`src/rtl/led_ld_pkg.sv`:
```
// Package: default geometry shared by the loader and its checker.
// Assumes: the PWM frame is never shorter than the trim frame.
package led_ld_pkg;
    localparam int unsigned LD_CHANNELS = 16;
    localparam int unsigned LD_DC_W     = 6;
    localparam int unsigned LD_GS_W     = 12;
endpackage

```
`src/rtl/led_ld_edge.sv`:
```
// Module: detects pin edges of the serial clock and latch strobe.
// Assumes: sclk and xlat are already synchronous to clk. A latch counts
// only when sclk is low at the strobe's rising edge.
module led_ld_edge (
    input  logic clk,
    input  logic rst_n,
    input  logic sclk,
    input  logic xlat,
    output logic sclk_rise,
    output logic sclk_low,
    output logic latch_fire
);
    logic sclk_q;
    logic xlat_q;

    // Purpose: keep the previous pin levels for edge detection.
    always_ff @(posedge clk) begin
        if (!rst_n) begin
            sclk_q <= 1'b0;
            xlat_q <= 1'b0;
        end else begin
            sclk_q <= sclk;
            xlat_q <= xlat;
        end
    end

    // Purpose: decode edges and the latch qualifier.
    always_comb begin
        sclk_rise  = sclk & ~sclk_q;
        sclk_low   = ~sclk;
        latch_fire = xlat & ~xlat_q & ~sclk;
    end
endmodule

```
`src/rtl/led_ld_shift.sv`:
```
// Module: the single serial shift register shared by both loading modes.
// Assumes: shift_en is a one-cycle pulse per serial clock rise.
module led_ld_shift #(
    parameter int unsigned LEN = 192
) (
    input  logic           clk,
    input  logic           rst_n,
    input  logic           shift_en,
    input  logic           din,
    output logic [LEN-1:0] q
);
    // Purpose: move data up one place and take the new bit at the bottom.
    always_ff @(posedge clk) begin
        if (!rst_n) begin
            q <= '0;
        end else if (shift_en) begin
            q <= {q[LEN-2:0], din};
        end
    end
endmodule

```
`src/rtl/led_ld_bank.sv`:
```
// Module: holding register loaded in parallel from the shift register.
// Assumes: load is a one-cycle pulse; INIT is the value after reset.
module led_ld_bank #(
    parameter int unsigned W    = 96,
    parameter logic [W-1:0] INIT = '0
) (
    input  logic         clk,
    input  logic         rst_n,
    input  logic         load,
    input  logic [W-1:0] d,
    output logic [W-1:0] q
);
    // Purpose: capture the shifted frame on a qualified latch.
    always_ff @(posedge clk) begin
        if (!rst_n) begin
            q <= INIT;
        end else if (load) begin
            q <= d;
        end
    end
endmodule

```
`src/rtl/led_ld_sout.sv`:
```
// Module: cascade output. It taps the live shift register at the end of
// the active mode's frame.
// Assumes: it is reloaded every cycle that sclk is low, so the value seen by
// the next device on a rise is at most one cycle old and never comes
// from a holding register.
module led_ld_sout #(
    parameter int unsigned LEN    = 192,
    parameter int unsigned DC_LEN = 96
) (
    input  logic           clk,
    input  logic           rst_n,
    input  logic           sclk_low,
    input  logic           mode,
    input  logic [LEN-1:0] shreg,
    output logic           sout
);
    logic tap_bit;

    // Purpose: pick the tap; the two frames may be equal in length.
    generate
        if (DC_LEN == LEN) begin : g_same_tap
            always_comb tap_bit = shreg[LEN-1];
        end else begin : g_two_taps
            always_comb tap_bit = mode ? shreg[DC_LEN-1] : shreg[LEN-1];
        end
    endgenerate

    // Purpose: follow the tap while sclk is low and hold it while sclk is high.
    always_ff @(posedge clk) begin
        if (!rst_n) begin
            sout <= 1'b0;
        end else if (sclk_low) begin
            sout <= tap_bit;
        end
    end
endmodule

```
`src/rtl/led_serial_loader.sv`:
```
// Module: top of the dual-mode serial loader.
// Assumes: mode changes only while xlat is low, and pins are synchronous to clk.
module led_serial_loader #(
    parameter int unsigned CHANNELS = led_ld_pkg::LD_CHANNELS,
    parameter int unsigned DC_W     = led_ld_pkg::LD_DC_W,
    parameter int unsigned GS_W     = led_ld_pkg::LD_GS_W
) (
    input  logic                     clk,
    input  logic                     rst_n,
    input  logic                     sclk,
    input  logic                     sin,
    input  logic                     mode,
    input  logic                     xlat,
    output logic                     sout,
    output logic [CHANNELS*DC_W-1:0] dc_word,
    output logic [CHANNELS*GS_W-1:0] gs_word
);
    localparam int unsigned DC_LEN = CHANNELS * DC_W;
    localparam int unsigned GS_LEN = CHANNELS * GS_W;

    logic              sclk_rise;
    logic              sclk_low;
    logic              latch_fire;
    logic [GS_LEN-1:0] shreg;

    led_ld_edge u_edge (
        .clk        (clk),
        .rst_n      (rst_n),
        .sclk       (sclk),
        .xlat       (xlat),
        .sclk_rise  (sclk_rise),
        .sclk_low   (sclk_low),
        .latch_fire (latch_fire)
    );

    led_ld_shift #(.LEN(GS_LEN)) u_shift (
        .clk      (clk),
        .rst_n    (rst_n),
        .shift_en (sclk_rise),
        .din      (sin),
        .q        (shreg)
    );

    led_ld_bank #(.W(DC_LEN), .INIT({DC_LEN{1'b1}})) u_dc_bank (
        .clk   (clk),
        .rst_n (rst_n),
        .load  (latch_fire & mode),
        .d     (shreg[DC_LEN-1:0]),
        .q     (dc_word)
    );

    led_ld_bank #(.W(GS_LEN), .INIT({GS_LEN{1'b0}})) u_gs_bank (
        .clk   (clk),
        .rst_n (rst_n),
        .load  (latch_fire & ~mode),
        .d     (shreg),
        .q     (gs_word)
    );

    led_ld_sout #(.LEN(GS_LEN), .DC_LEN(DC_LEN)) u_sout (
        .clk      (clk),
        .rst_n    (rst_n),
        .sclk_low (sclk_low),
        .mode     (mode),
        .shreg    (shreg),
        .sout     (sout)
    );
endmodule

```
`config.mk`:
```
export PLATFORM = sky130hd
export DESIGN_NAME = led_serial_loader
export DESIGN_NICKNAME = d
export VERILOG_FILES = /design/src/rtl/led_ld_pkg.sv /design/src/rtl/led_ld_edge.sv /design/src/rtl/led_ld_shift.sv /design/src/rtl/led_ld_bank.sv /design/src/rtl/led_ld_sout.sv /design/src/rtl/led_serial_loader.sv
export SDC_FILE = /design/constraint.sdc
export NUM_CORES = 1
export LEC_CHECK = 0
export ABC_AREA = 0
export BUFFER_PORTS_ARGS = -buffer_cell sky130_fd_sc_hd__buf_4
export CAP_MARGIN = 20
export CORE_MARGIN = 3
export CORE_UTILIZATION = 35
export CTS_BUF_LIST = sky130_fd_sc_hd__clkbuf_2 sky130_fd_sc_hd__clkbuf_4 sky130_fd_sc_hd__clkbuf_8
export DETAILED_ROUTE_END_ITERATION = 12
export PLACE_DENSITY = 0.58
export RECOVER_POWER = 100
export SLEW_MARGIN = 40
export SYNTH_ARGS = -nofsm -noshare
export SYNTH_HDL_FRONTEND = slang
export SYNTH_SLANG_ARGS = --single-unit
```
`constraint.sdc`:
```
create_clock -name clk -period 2.1 [get_ports clk]
set_clock_uncertainty 0.15 [all_clocks]
set_input_delay 0.42 -clock clk [delete_from_list [all_inputs] [get_ports clk]]
set_output_delay 0.42 -clock clk [all_outputs]
set_load 0.02 [all_outputs]
```
== Yosys cells after proc, flatten, opt, wreduce, memory -nomap -nowiden ==
Index checks and enable logic that the tools add are counted.

* Bits in registers: 483
* Bits of input ports: 6
* Output and inout bits: 289
* Word-level logic and storage cells: 16

* Muxes and demuxes: 1
* Bitwise operators: 9

{| class="wikitable"
|+ Operator list
! kind !! number
|-
| bitwise AND 1 bit || 5
|-
| NOT 1 bit || 4
|-
| 2-to-1 mux 1 bit || 1
|}

== Depth between registers and ports, before layout ==
* Depth in word-level cells: 4
* Gate-level depth with buffers: 7

== By module ==
From an unflattened synthesis, not the netlist that was laid out.

* Cells, all modules: 1561
* Area, all modules: 18472.7 um^2

{| class="wikitable"
|+ By module, submodules not included
! module !! times used !! cells an instance !! area each (um^2) !! sequential area each (um^2)
|-
| led_ld_bank at u_gs_bank || 1 || 619 || 7463.4 || 3843.7
|-
| led_ld_shift || 1 || 619 || 7462.2 || 3843.7
|-
| led_ld_bank at u_dc_bank || 1 || 310 || 3412.0 || 1921.8
|-
| led_ld_edge || 1 || 7 || 78.8 || 40.0
|-
| led_ld_sout || 1 || 4 || 40.0 || 20.0
|-
| led_serial_loader || 1 || 2 || 16.3 || 0.0
|}

== Worst setup path after synthesis ==
OpenSTA, ideal clock, no wires.

* Path type: input -> register
* Start point: in sclk
* End point: reg u_gs_bank.q[111]
* Setup time: 128 ps
* Data arrival time: 1589 ps
* Setup slack: 234 ps
* Cell stages on the path: 7
* Buffers on the path: 4
* Cell sequence: or4b_1 buf_2 buf_6 buf_6 buf_6 nand3_1 o21ai_1

* Cells in the longest elaborated chain, start to end: 3

{| class="wikitable"
|+ RTL lines
! element !! RTL line !! RTL
|-
| start: declaration || led_serial_loader.sv:10 || <nowiki>input logic sclk,</nowiki>
|-
| NOT 1 bit || - ||
|-
| bitwise AND 1 bit || led_ld_edge.sv:31 || <nowiki>latch_fire = xlat & ~xlat_q & ~sclk;</nowiki>
|-
| bitwise AND 1 bit || led_serial_loader.sv:55 || <nowiki>.load (latch_fire & ~mode),</nowiki>
|-
| end signal: assignment || led_ld_bank.sv:16 || <nowiki>q <= INIT;</nowiki>
|-
| end signal: assignment || led_ld_bank.sv:18 || <nowiki>q <= d;</nowiki>
|-
| end: declaration || led_ld_bank.sv:11 || <nowiki>output logic [W-1:0] q</nowiki>
|}

No other way between the ends.
A chain may end at the register's enable or synchronous reset.

== Worst setup path in the final report ==
* Start point: in mode
* End point: reg u_gs_bank.q[183]

* Cells in the longest elaborated chain, start to end: 2

{| class="wikitable"
|+ RTL lines
! element !! RTL line !! RTL
|-
| start: declaration || led_serial_loader.sv:12 || <nowiki>input logic mode,</nowiki>
|-
| NOT 1 bit || led_serial_loader.sv:55 ||
|-
| bitwise AND 1 bit || led_serial_loader.sv:55 ||
|}

No other way between the ends.

==> out/metrics.cfg <==
[status]
status=finished, final reports clean

[drt]
first_iter_violations=923
via_per_inst=4.71
route.detailed.drc=0
dr.pass1.iters=5
dr_total_vias=14530
routed_wl_um=44900
drtAntennaViolNets=0
avgRoutedWirePerCell_um=14.6

[timing]
hold_violations=0
worstMarginPinSlew_ns=0.862
fin_tns_setup_ns=0
max_freq_ghz=0.509
worst_slack_ns=0.134
rsz0062_at_grt=false
maxSlewViolCount=0
min_period_ns=1.97
slew_headroom_pct=42.5
fin_crit_sh_pct=93.6
setup_violations=0

[final_layout]
final_area_mm2=0.0209
final-instance-count-excl-fill=3082
utilization_pct=43.2
nets=2369
drive_gt1_share_pct=8.21
num-fill-cells=5093
multi_input_area_mm2=0.00684
register_area_mm2=0.00967
area_delta_synth_final_pct=20.6

[setup_path]
criticalPathCategory=input port to flop
max_stage_delay_ns=0.60
cp_cell_sequence=dlygate4sd3_1, clkbuf_1, or4b_4, buf_12, buf_6, nand3_1, o21ai_0
cp-end-kind=flop
critPathTopFamily=buffers and inverters
critical_path_required_ns=2.46
critical_path_arrival_ns=2.32
cp_max_fo=38
cp.buffers_inverters=4
slowest_stage=or4b_4
cp-start-kind=input port

[cts]
cts_tree=yes
clkSinkCount=483
post_cts_buffers=0
htree_levels=3
insertion_delay_ns=0.64
cts.path.max_buffers=3
cts_root_buffer=clkbuf_8
clkTransAtPathRegs_ns=0.06
cts_buffers=82

[yosys]
synth_area_mm2=0.0173
yosys_register_bits=483
yosys_warnings=0
ys_types=21
synth_cells=2116
ys.flop_type=dfxtp_1
syn_avg_cell_area_um2=8.19
synth_adder_area_share_pct=0
synth_seq_area_share_pct=55.8
synth_compound_gate_area_share_pct=14.0
synthMuxAreaShare_pct=0.0577
synthXorXnorAreaFrac_pct=0
synth_top_family_by_area=simple AND/OR/NAND/NOR gates
synth_edf_count=0
ys_async_sr_fraction_pct=0
synthSimpleGateAreaFrac_pct=25.3
syn-num-nets=2122

[placement]
dp_hpwl_um=28500
dp_cells=2930
post-place-ws_ns=0.0915
gp_congestion=0.755
placed_area_mm2=0.0203
port_buffers=294

[power_and_ir_drop]
p_leak_nw=7.19
p_int_w=0.0146
p_per_area_mw_per_mm2=911
ir_drop_v=0.000408
seq_power_share_pct=48.9
power_frac_comb_pct=4.9
switchingPower_w=0.00448
power.share.clock_pct=46.1
swShare_pct=23.5

[floorplan]
die_h_um=229
ios=295
rows=80
initial_utilization_pct=35.9
core_area_mm2=0.0483
fp.dieW_um=229
die_area_mm2=0.0522

[global_route]
grt_use_total_pct=16.7
grt_pass1_vias=13738
grt_overflow=0
grt_start_max_net_pins=102
grt_pass1_wl_um=73100
antenna_found_initial=1

[job]
drv_cap=0

[min_path]
hold_path_class=flop to flop

-- synth_stat cells, types with 2 or more instances --
cell,count,area share (%)
nand2_1,768,17
dfxtp_1,483,56
nand3_1,288,8.3
a21boi_0,192,8.3
o21ai_1,158,4.6
clkbuf_1,127,2.8
o21ai_0,33,0.95
buf_6,19,1.2
buf_1,17,0.37
buf_2,11,0.32
clkbuf_2,8,0.23
and2_1,2,0.072
o21ai_2,2,0.10
-- cell families (layout without fill, tap and decap cells) --
family	count (synthesis)	in the layout
AO/OA/AOI/OAI	386	386
buffers and inverters	183	492
flip-flops	483	483
multiplexers	1	1
other	0	1
AND/OR/NAND/NOR	1063	1063
-- path summary, 6_finish.rpt --
| path | from | end | slack (ns) | cells past startpoint |
|---|---|---|---|---|
| worst max-delay path | mode | u_gs_bank.q[183] | 0.13 | 7 |
| worst min-delay path | u_gs_bank.q[150] | u_gs_bank.q[150] | 0.31 | 2 |
| worst max register to register | u_edge.xlat_q | u_gs_bank.q[183] | 0.33 | 5 |
| worst min register to register | u_gs_bank.q[150] | u_gs_bank.q[150] | 0.31 | 2 |
-- power groups by stage --
stage               Sequential [W]  Combinational [W]  Clock, W
floorplan                  0.00962           0.000539         0
global placement           0.00952            0.00102         0
detailed placement         0.00952            0.00103         0
CTS                        0.00932            0.00104   0.00906
global route               0.00932            0.00103   0.00949
finish                     0.00932           0.000936   0.00879
-- area by class of cell --
class	count	area share, %
Timing Repair Buffer	345	8.71
Multi-Input combinational cell	1450	32.7
Clock buffer	133	7.80
Inverter	1	0.0180
Antenna cell	1	0.0120
Sequential cell	483	46.3
Tap cell	656	3.93
Clock inverter	13	0.521
-- metrics by stage --
step	power (W)	hold slack, ns
2_1_floorplan	0.0102	0.292
3_3_place_gp	0.0105	0.296
3_5_place_dp	0.0106	0.299
4_1_cts	0.0194	0.307
5_1_grt	0.0198	0.330
6_report	0.0190	0.311
-- flip-flops by register name, indices dropped and copies added (netlist names) --
register / flops
u_dc_bank.q: 96
u_edge.sclk_q: 1
u_edge.xlat_q: 1
u_gs_bank.q: 192
u_shift.q: 192
u_sout.sout: 1
-- per-layer routing --
layer	vias to the layer above	wire (um)	GRT usage, %
met2	318	19800	25.9
met5	-	0	0
met3	53	2890	4.50
li1	7447	-	-
met4	0	758	5.27
met1	6712	21400	22.7
-- worst reg2reg max path: stages (launching register included) --
cell	delay [ns]
dfxtp_1	0.34
or4b_4	0.56
buf_12	0.20
buf_6	0.19
nand3_1	0.12
o21ai_0	0.09
-- cell usage in the layout (no fill, tap or decap), types with 2 or more instances in the layout --
cell type      netlist  routed
clkbuf_8             0     101
a21boi_0           192     192
buf_12               0      24
buf_6               19       3
clkinv_2             0       7
dfxtp_1            483     483
o21ai_1            158      16
dlygate4sd3_1        0       5
inv_6                0       2
nand3_1            288     288
buf_4                0      17
and2_1               2       2
clkbuf_4             0      33
nand2_1            768     768
clkbuf_1           127     292
clkinvlp_4           0       2
o21ai_0             33     177
clkbuf_2             8       2
-- what timing repair did --
action,in CTS,in global routing
hold buffers,5,0
gates resized for setup,0,0
hold endpoints to repair,23,0
Note: power is estimated with default switching activity, not from simulation.
